`config.mk`:
```
export PLATFORM = sky130hd
export DESIGN_NAME = spi_rd_calib
export DESIGN_NICKNAME = d
export VERILOG_FILES = /design/src/rtl/calib_pkg.sv /design/src/rtl/calib_crc_step.sv /design/src/rtl/calib_word_class.sv /design/src/rtl/spi_rd_calib.sv
export SDC_FILE = /design/constraint.sdc
export NUM_CORES = 1
export LEC_CHECK = 0
export ABC_AREA = 1
export BUFFER_PORTS_ARGS = -buffer_cell sky130_fd_sc_hd__buf_2
export CORE_ASPECT_RATIO = 0.6
export CORE_MARGIN = 4
export CORE_UTILIZATION = 30
export CTS_BUF_LIST = sky130_fd_sc_hd__clkbuf_4 sky130_fd_sc_hd__clkbuf_8
export DETAILED_ROUTE_END_ITERATION = 12
export PLACE_DENSITY = 0.51
export SETUP_SLACK_MARGIN = 0.05
export SLEW_MARGIN = 40
export SYNTH_ARGS = -nofsm -noshare
export SYNTH_HDL_FRONTEND = slang
export SYNTH_SLANG_ARGS = --single-unit
```
`constraint.sdc`:
```
create_clock -name clk -period 10.1 [get_ports clk]
set_clock_uncertainty 0.1 [all_clocks]
set_input_delay 1.01 -clock clk [delete_from_list [all_inputs] [get_ports clk]]
set_output_delay 1.01 -clock clk [all_outputs]
set_load 0.02 [all_outputs]
```
`src/rtl/calib_pkg.sv`:
```
package calib_pkg;

    typedef enum logic [1:0] {
        ST_NONE = 2'd0,
        ST_OK   = 2'd1,
        ST_SKIP = 2'd2,
        ST_FAIL = 2'd3
    } cal_status_e;

    localparam logic [31:0] CRC_POLY = 32'hEDB8_8320;
    localparam logic [31:0] CRC_INIT = 32'hFFFF_FFFF;

endpackage

```
`src/rtl/calib_crc_step.sv`:
```
module calib_crc_step (
    input  logic [31:0] crc_i,
    input  logic [31:0] data_i,
    output logic [31:0] crc_o
);
    import calib_pkg::*;

    logic [32:0][31:0] chain;

    assign chain[0] = crc_i;

    for (genvar b = 0; b < 32; b++) begin : g_bit
        assign chain[b+1] = (chain[b] >> 1) ^ (CRC_POLY & {32{chain[b][0] ^ data_i[b]}});
    end

    assign crc_o = chain[32];

endmodule

```
`src/rtl/calib_word_class.sv`:
```
module calib_word_class #(
    parameter int WIDTH = 32
) (
    input  logic [WIDTH-1:0] data_i,
    output logic             varied_o
);
    assign varied_o = (data_i != '0) && (data_i != '1);
endmodule

```
`src/rtl/spi_rd_calib.sv`:
```
module spi_rd_calib #(
    parameter int NDIV       = 5,
    parameter int WORDS      = 4096,
    parameter int REPEATS    = 10,
    parameter int CANDS      = 12,
    parameter int MIN_VARIED = 64,
    parameter int RUN_LEN    = 3
) (
    input  logic                       clk,
    input  logic                       rst_n,
    input  logic                       start_i,
    input  logic [$clog2(NDIV+1)-1:0]  div_i,
    input  logic                       rd_valid_i,
    input  logic [31:0]                rd_data_i,
    output logic                       rd_req_o,
    output logic                       rd_slow_o,
    output logic [4*NDIV-1:0]          timing_o,
    output logic [1:0]                 status_o,
    output logic                       done_o
);
    import calib_pkg::*;

    localparam int DVW = $clog2(NDIV + 1);
    localparam int FIW = $clog2(NDIV);
    localparam int WCW = $clog2(WORDS);
    localparam int VW  = $clog2(WORDS + 1);
    localparam int RPW = $clog2(REPEATS);
    localparam int RNW = $clog2(RUN_LEN + 1);
    localparam int CW  = $clog2(CANDS);

    typedef struct packed {
        logic                   busy;
        logic                   is_ref;
        logic [DVW-1:0]         div;
        logic [CW-1:0]          cand;
        logic [RPW-1:0]         rep;
        logic [RNW-1:0]         run;
        logic [WCW-1:0]         wcnt;
        logic [31:0]            crc;
        logic [31:0]            ref_crc;
        logic [VW-1:0]          nvar;
        logic [NDIV-1:0][3:0]   fld;
        cal_status_e            status;
        logic                   done;
        logic                   req;
    } state_t;

    state_t q, d;

    logic [31:0]    crc_next;
    logic           word_varied;
    logic [FIW-1:0] idx_q;
    logic [FIW-1:0] idx_start;
    logic           div_ok;
    logic           last_word;
    logic           crc_match;
    logic [VW-1:0]  nvar_final;
    logic [RNW-1:0] run_next;

    function automatic logic [3:0] cand_code(input logic [CW-1:0] c);
        return {~c[0], 3'(c >> 1)};
    endfunction

    calib_crc_step u_crc (
        .crc_i  (q.crc),
        .data_i (rd_data_i),
        .crc_o  (crc_next)
    );

    calib_word_class #(.WIDTH(32)) u_class (
        .data_i   (rd_data_i),
        .varied_o (word_varied)
    );

    assign idx_q      = FIW'(q.div - DVW'(1));
    assign idx_start  = FIW'(div_i - DVW'(1));
    assign div_ok     = (div_i != '0) && (div_i <= DVW'(NDIV));
    assign last_word  = (q.wcnt == WCW'(WORDS - 1));
    assign crc_match  = (crc_next == q.ref_crc);
    assign nvar_final = q.nvar + VW'(word_varied);
    assign run_next   = crc_match ? (q.run + RNW'(1)) : '0;

    always_comb begin
        d      = q;
        d.done = 1'b0;
        d.req  = 1'b0;
        if (!q.busy) begin
            if (start_i && div_ok) begin
                d.busy           = 1'b1;
                d.is_ref         = 1'b1;
                d.div            = div_i;
                d.fld[idx_start] = 4'h0;
                d.wcnt           = '0;
                d.nvar           = '0;
                d.crc            = CRC_INIT;
                d.req            = 1'b1;
            end
        end else if (rd_valid_i) begin
            d.crc  = crc_next;
            d.wcnt = q.wcnt + WCW'(1);
            if (q.is_ref) begin
                d.nvar = nvar_final;
            end
            if (last_word) begin
                d.wcnt = '0;
                d.crc  = CRC_INIT;
                if (q.is_ref) begin
                    d.ref_crc = crc_next;
                    if (nvar_final < VW'(MIN_VARIED)) begin
                        d.busy   = 1'b0;
                        d.done   = 1'b1;
                        d.status = ST_SKIP;
                    end else begin
                        d.is_ref     = 1'b0;
                        d.cand       = '0;
                        d.rep        = '0;
                        d.run        = '0;
                        d.fld[idx_q] = cand_code('0);
                        d.req        = 1'b1;
                    end
                end else if (crc_match && (q.rep != RPW'(REPEATS - 1))) begin
                    d.rep = q.rep + RPW'(1);
                    d.req = 1'b1;
                end else if (crc_match && (run_next == RNW'(RUN_LEN))) begin
                    d.fld[idx_q] = cand_code(q.cand - CW'(RUN_LEN / 2));
                    d.busy       = 1'b0;
                    d.done       = 1'b1;
                    d.status     = ST_OK;
                end else if (q.cand == CW'(CANDS - 1)) begin
                    d.fld[idx_q] = 4'h0;
                    d.busy       = 1'b0;
                    d.done       = 1'b1;
                    d.status     = ST_FAIL;
                end else begin
                    d.cand       = q.cand + CW'(1);
                    d.rep        = '0;
                    d.run        = run_next;
                    d.fld[idx_q] = cand_code(q.cand + CW'(1));
                    d.req        = 1'b1;
                end
            end
        end
    end

    always_ff @(posedge clk or negedge rst_n) begin
        if (!rst_n) begin
            q <= state_t'('0);
        end else begin
            q <= d;
        end
    end

    assign rd_req_o  = q.req;
    assign rd_slow_o = q.busy & q.is_ref;
    assign timing_o  = q.fld;
    assign status_o  = q.status;
    assign done_o    = q.done;

    assert_done_pulse_R8: assert property (@(posedge clk) disable iff (!rst_n)
        done_o |=> !done_o)
        else $error("done held longer than one cycle");

    assert_status_hold_R8: assert property (@(posedge clk) disable iff (!rst_n)
        !done_o |-> $stable(status_o))
        else $error("status changed without done");

    assert_idle_timing_R8: assert property (@(posedge clk) disable iff (!rst_n)
        (!q.busy && !start_i) |=> $stable(timing_o))
        else $error("timing changed while idle");

    assert_req_busy_R5: assert property (@(posedge clk) disable iff (!rst_n)
        rd_req_o |-> (q.busy && !done_o))
        else $error("read request outside a calibration");

    assert_cand_range_R4: assert property (@(posedge clk) disable iff (!rst_n)
        q.busy |-> (q.cand < CW'(CANDS)))
        else $error("candidate index out of range");

    assert_slow_field_R2: assert property (@(posedge clk) disable iff (!rst_n)
        rd_slow_o |-> (q.fld[idx_q] == 4'h0))
        else $error("field not cleared during reference read");

    assert_bad_div_R10: assert property (@(posedge clk) disable iff (!rst_n)
        (!q.busy && start_i && !div_ok) |=> !rd_req_o)
        else $error("invalid divider started a calibration");

    for (genvar k = 0; k < NDIV; k++) begin : g_fld_chk
        assert_other_field_R9: assert property (@(posedge clk) disable iff (!rst_n)
            (q.busy && (q.div != DVW'(k + 1))) |=> $stable(q.fld[k]))
            else $error("foreign divider field changed");
    end

endmodule

```
==> impl_metrics.csv <==
group,metric,value,unit
clock_tree,cts_post_setup_buffers_inserted,0,
die,initial_core_util,0.308,
place,finalWeightedCongestion,0.963,
routing,drt-pass1-iter-count,5,
critical_path,worst-endpoint-arrival,6.21,ns
critical_path,worst-endpoint-required,10.38,ns
synthesis,synth_edf_count,0,
synthesis,ys_top_cells_by_area,"dfrtp_1, nand2_1, nand3_1",
sta,timing.max_slew.rel_slack,0.442,
synthesis,yosys_most_used_dff,"dfrtp_1",
synthesis,post-synth-top-count-cell,"nand2_1",
routing,detail_route.wirelength,50200,um
routing,detailroute.via_count,13600,
cells_and_area,drive_above_1_share,0.140,
place,pre_cts_ws,3.80,ns
place,detailedPlacementHpwl,41300,um
synthesis,synth-seq-area-share,0.254,
job,cap_viol_max_count,0,
synthesis,synth_mux_area_frac,0,
synthesis,synthesis.area_per_instance,6.16,um^2
clock_tree,clk-insertion-delay-late,0.48,ns
sta,hold_violations,0,
global_routing,grt_overflow,0,
synthesis,ys_ff_latch,128,
status,run_status,"complete, no violations",
synthesis,synth-simple-area-share,0.497,
critical_path,crit_start,"rd_data_i[6]",
clock_tree,clock_tree_from_tritoncts,"done",
critical_path,crit_path_frequent_cell,"nand2_1",
routing,ant_nets,0,
critical_path,worstPathMaxFanout,16,
critical_path,cp_slowest_cell,"nand2_1",
routing,drt_first_iter_violations,1572,
sta,rsz_0062_raised_after_global_routing,"no",
synthesis,synth_area_leader_cell,"dfrtp_1",
global_routing,grt_usage,0.219,
cells_and_area,ff_latch_area,3200,um^2
synthesis,fraction_of_registers_with_async_set_or_reset_after_synthesis,1.00,
synthesis,mappedNetlistNets,2101,
clock_tree,num_cts_buffers,17,
synthesis,synth_xor_xnor_area_share,0.0665,
sta,max_freq,0.169,GHz
sta,timing.final.ws_setup,4.17,ns
critical_path,startpoint_class_of_the_critical_path,"input pin",
synthesis,synth_top_family_by_area,"simple AND/OR/NAND/NOR gates",
critical_path,crit_path_end_kind,"flip-flop",
clock_tree,clock_tree.htree_level_count,4,
sta,fin_crit,5.93,ns
clock_tree,tritoncts_num_sinks,128,
synthesis,post_synth_most_frequent_cells,"nand2_1, nand3_1, inv_1",
sta,setup_violations,0,
place,dpl.cell_count,2632,
synthesis,synth.lib_cells_used.distinct,43,
sta,worst-slew-pin-transition,0.831,ns
cells_and_area,layout.filler_cells,4510,
global_routing,grt_first_pass_wirelength,75900,um
critical_path,worst_path_largest_cell_delay,0.30,ns
synthesis,yosys_warnings,0,
die,die_width,273,um
min_path,min-delay-path-class,"in2async",
global_routing,initial_antenna_violation_count,5,
sta,fin_max_slew_vios,0,
die,core_region_area,41000,um^2
clock_tree,ctsLongestPathBuffers,2,
sta,final_period_util,0.587,
clock_tree,cts_hold_repair.buffers,0,
routing,detail_route.vias_per_cell,5.10,
synthesis,synth_cell_area,12600,um^2
clock_tree,ctsResizeCount,0,
place,port_bufs,63,
routing,detail_route.drc_violations,0,
cells_and_area,flow.area_growth_from_synthesis,9.57,%
clock_tree,clk_transition_reported_paths,0.10,ns
critical_path,startpoint_of_the_lowest_slack_register_to_register_path,"q[74]",
routing,detail_route.wl_per_cell,18.8,um
cells_and_area,nets,2141,
clock_tree,cts.root.buffer_cell,"clkbuf_8",
cells_and_area,layout.cells.non_filler,2665,
die,placementRows,57,
synthesis,number_of_cells_produced_by_synthesis,2051,
die,ios,64,
global_routing,first_global_vias,12100,
critical_path,critical_path_class,"in2reg",
synthesis,fraction_of_the_mapped_netlist_area_in_compound_gates,0.0767,
synthesis,post_synth_fa_ha_maj_area_fraction,0.0109,
die,floorplan.die_area,45600,um^2
cells_and_area,multi_input_area,8230,um^2
synthesis,synth_top_cell_area_share,0.254,
die,dieHeight,167,um
sta,timing.setup.tns,0,ns
global_routing,grt_max_degree,76,
==> cells in the final DEF (no fill, tap or decap), types with 17 or more instances in the layout <==
cell        n
buf_2      62
xor2_1     73
nor2_1     71
o21ai_0    67
nand3_1   274
clkbuf_8   17
inv_2      26
nand2_2   100
nand3b_1   23
nand2_4    32
nand4_1    21
a21oi_1    30
dfrtp_1   128
nand3_2    17
a22oi_1    19
nand2_1   791
inv_1     204
xnor2_1    21
o22ai_1    17
==> registers in the layout (all words and copies together) (netlist names) <==
signal / count
status_o: 2
rd_req_o: 1
done_o: 1
timing_o: 20
q: 104
==> cell families (layout without fill, tap and decap cells) <==
family,after synthesis,after routing
AOI/OAI and AO/OA,164,164
xor gates and xnor gates,95,95
adders and majority gates,11,11
buffers and inverters,287,340
DFF,128,128
other,0,1
and+or+nand+nor,1366,1366
==> critical path, delay by kind of cell <==
kind	cells	cell delay (ns)
compound gates	1	0.07
simple gates	32	4.68
buf+inv	4	0.44
==> worst paths after layout <==
path,to,slack [ns],cells past startpoint
worst min-delay path,q[50],0.38,1
worst min register to register,status_o[1],0.40,2
worst max-delay path,q[121],4.17,37
max in group asynchronous,q[32],8.30,2
min in group clk,status_o[1],0.40,2
worst max register to register,q[121],4.39,33
==> metrics by stage <==
step | utilization | hold WS (ns) | instance area (um^2)
CTS | 0.337 | 0.378 | 13800
global route | 0.337 | 0.393 | 13800
global placement | 0.327 | 0.381 | 13400
finish | 0.338 | 0.385 | 13800
detailed placement | 0.327 | 0.387 | 13400
floorplan | - | 0.354 | 12600
==> routing by layer <==
layer / global-route usage / vias to the layer above / routed length (um)
met2: 0.265 / 529 / 17400
li1: - / 6641 / -
met1: 0.356 / 6387 / 26000
met5: 0 / - / 0
met4: 0.0290 / 0 / 579
met3: 0.0884 / 47 / 6130
==> cell type report <==
type	instances	share of cell area
Tap cell	560	0.0506
Clock buffer	17	0.0169
Multi-Input combinational cell	1636	0.595
Inverter	238	0.0651
Sequential cell	128	0.231
Antenna cell	1	0.000181
Timing Repair Buffer	70	0.0273
Clock inverter	15	0.0137
Power is not shown: default switching activity piles up to over one toggle a cycle in this logic, so the estimate is an artifact.
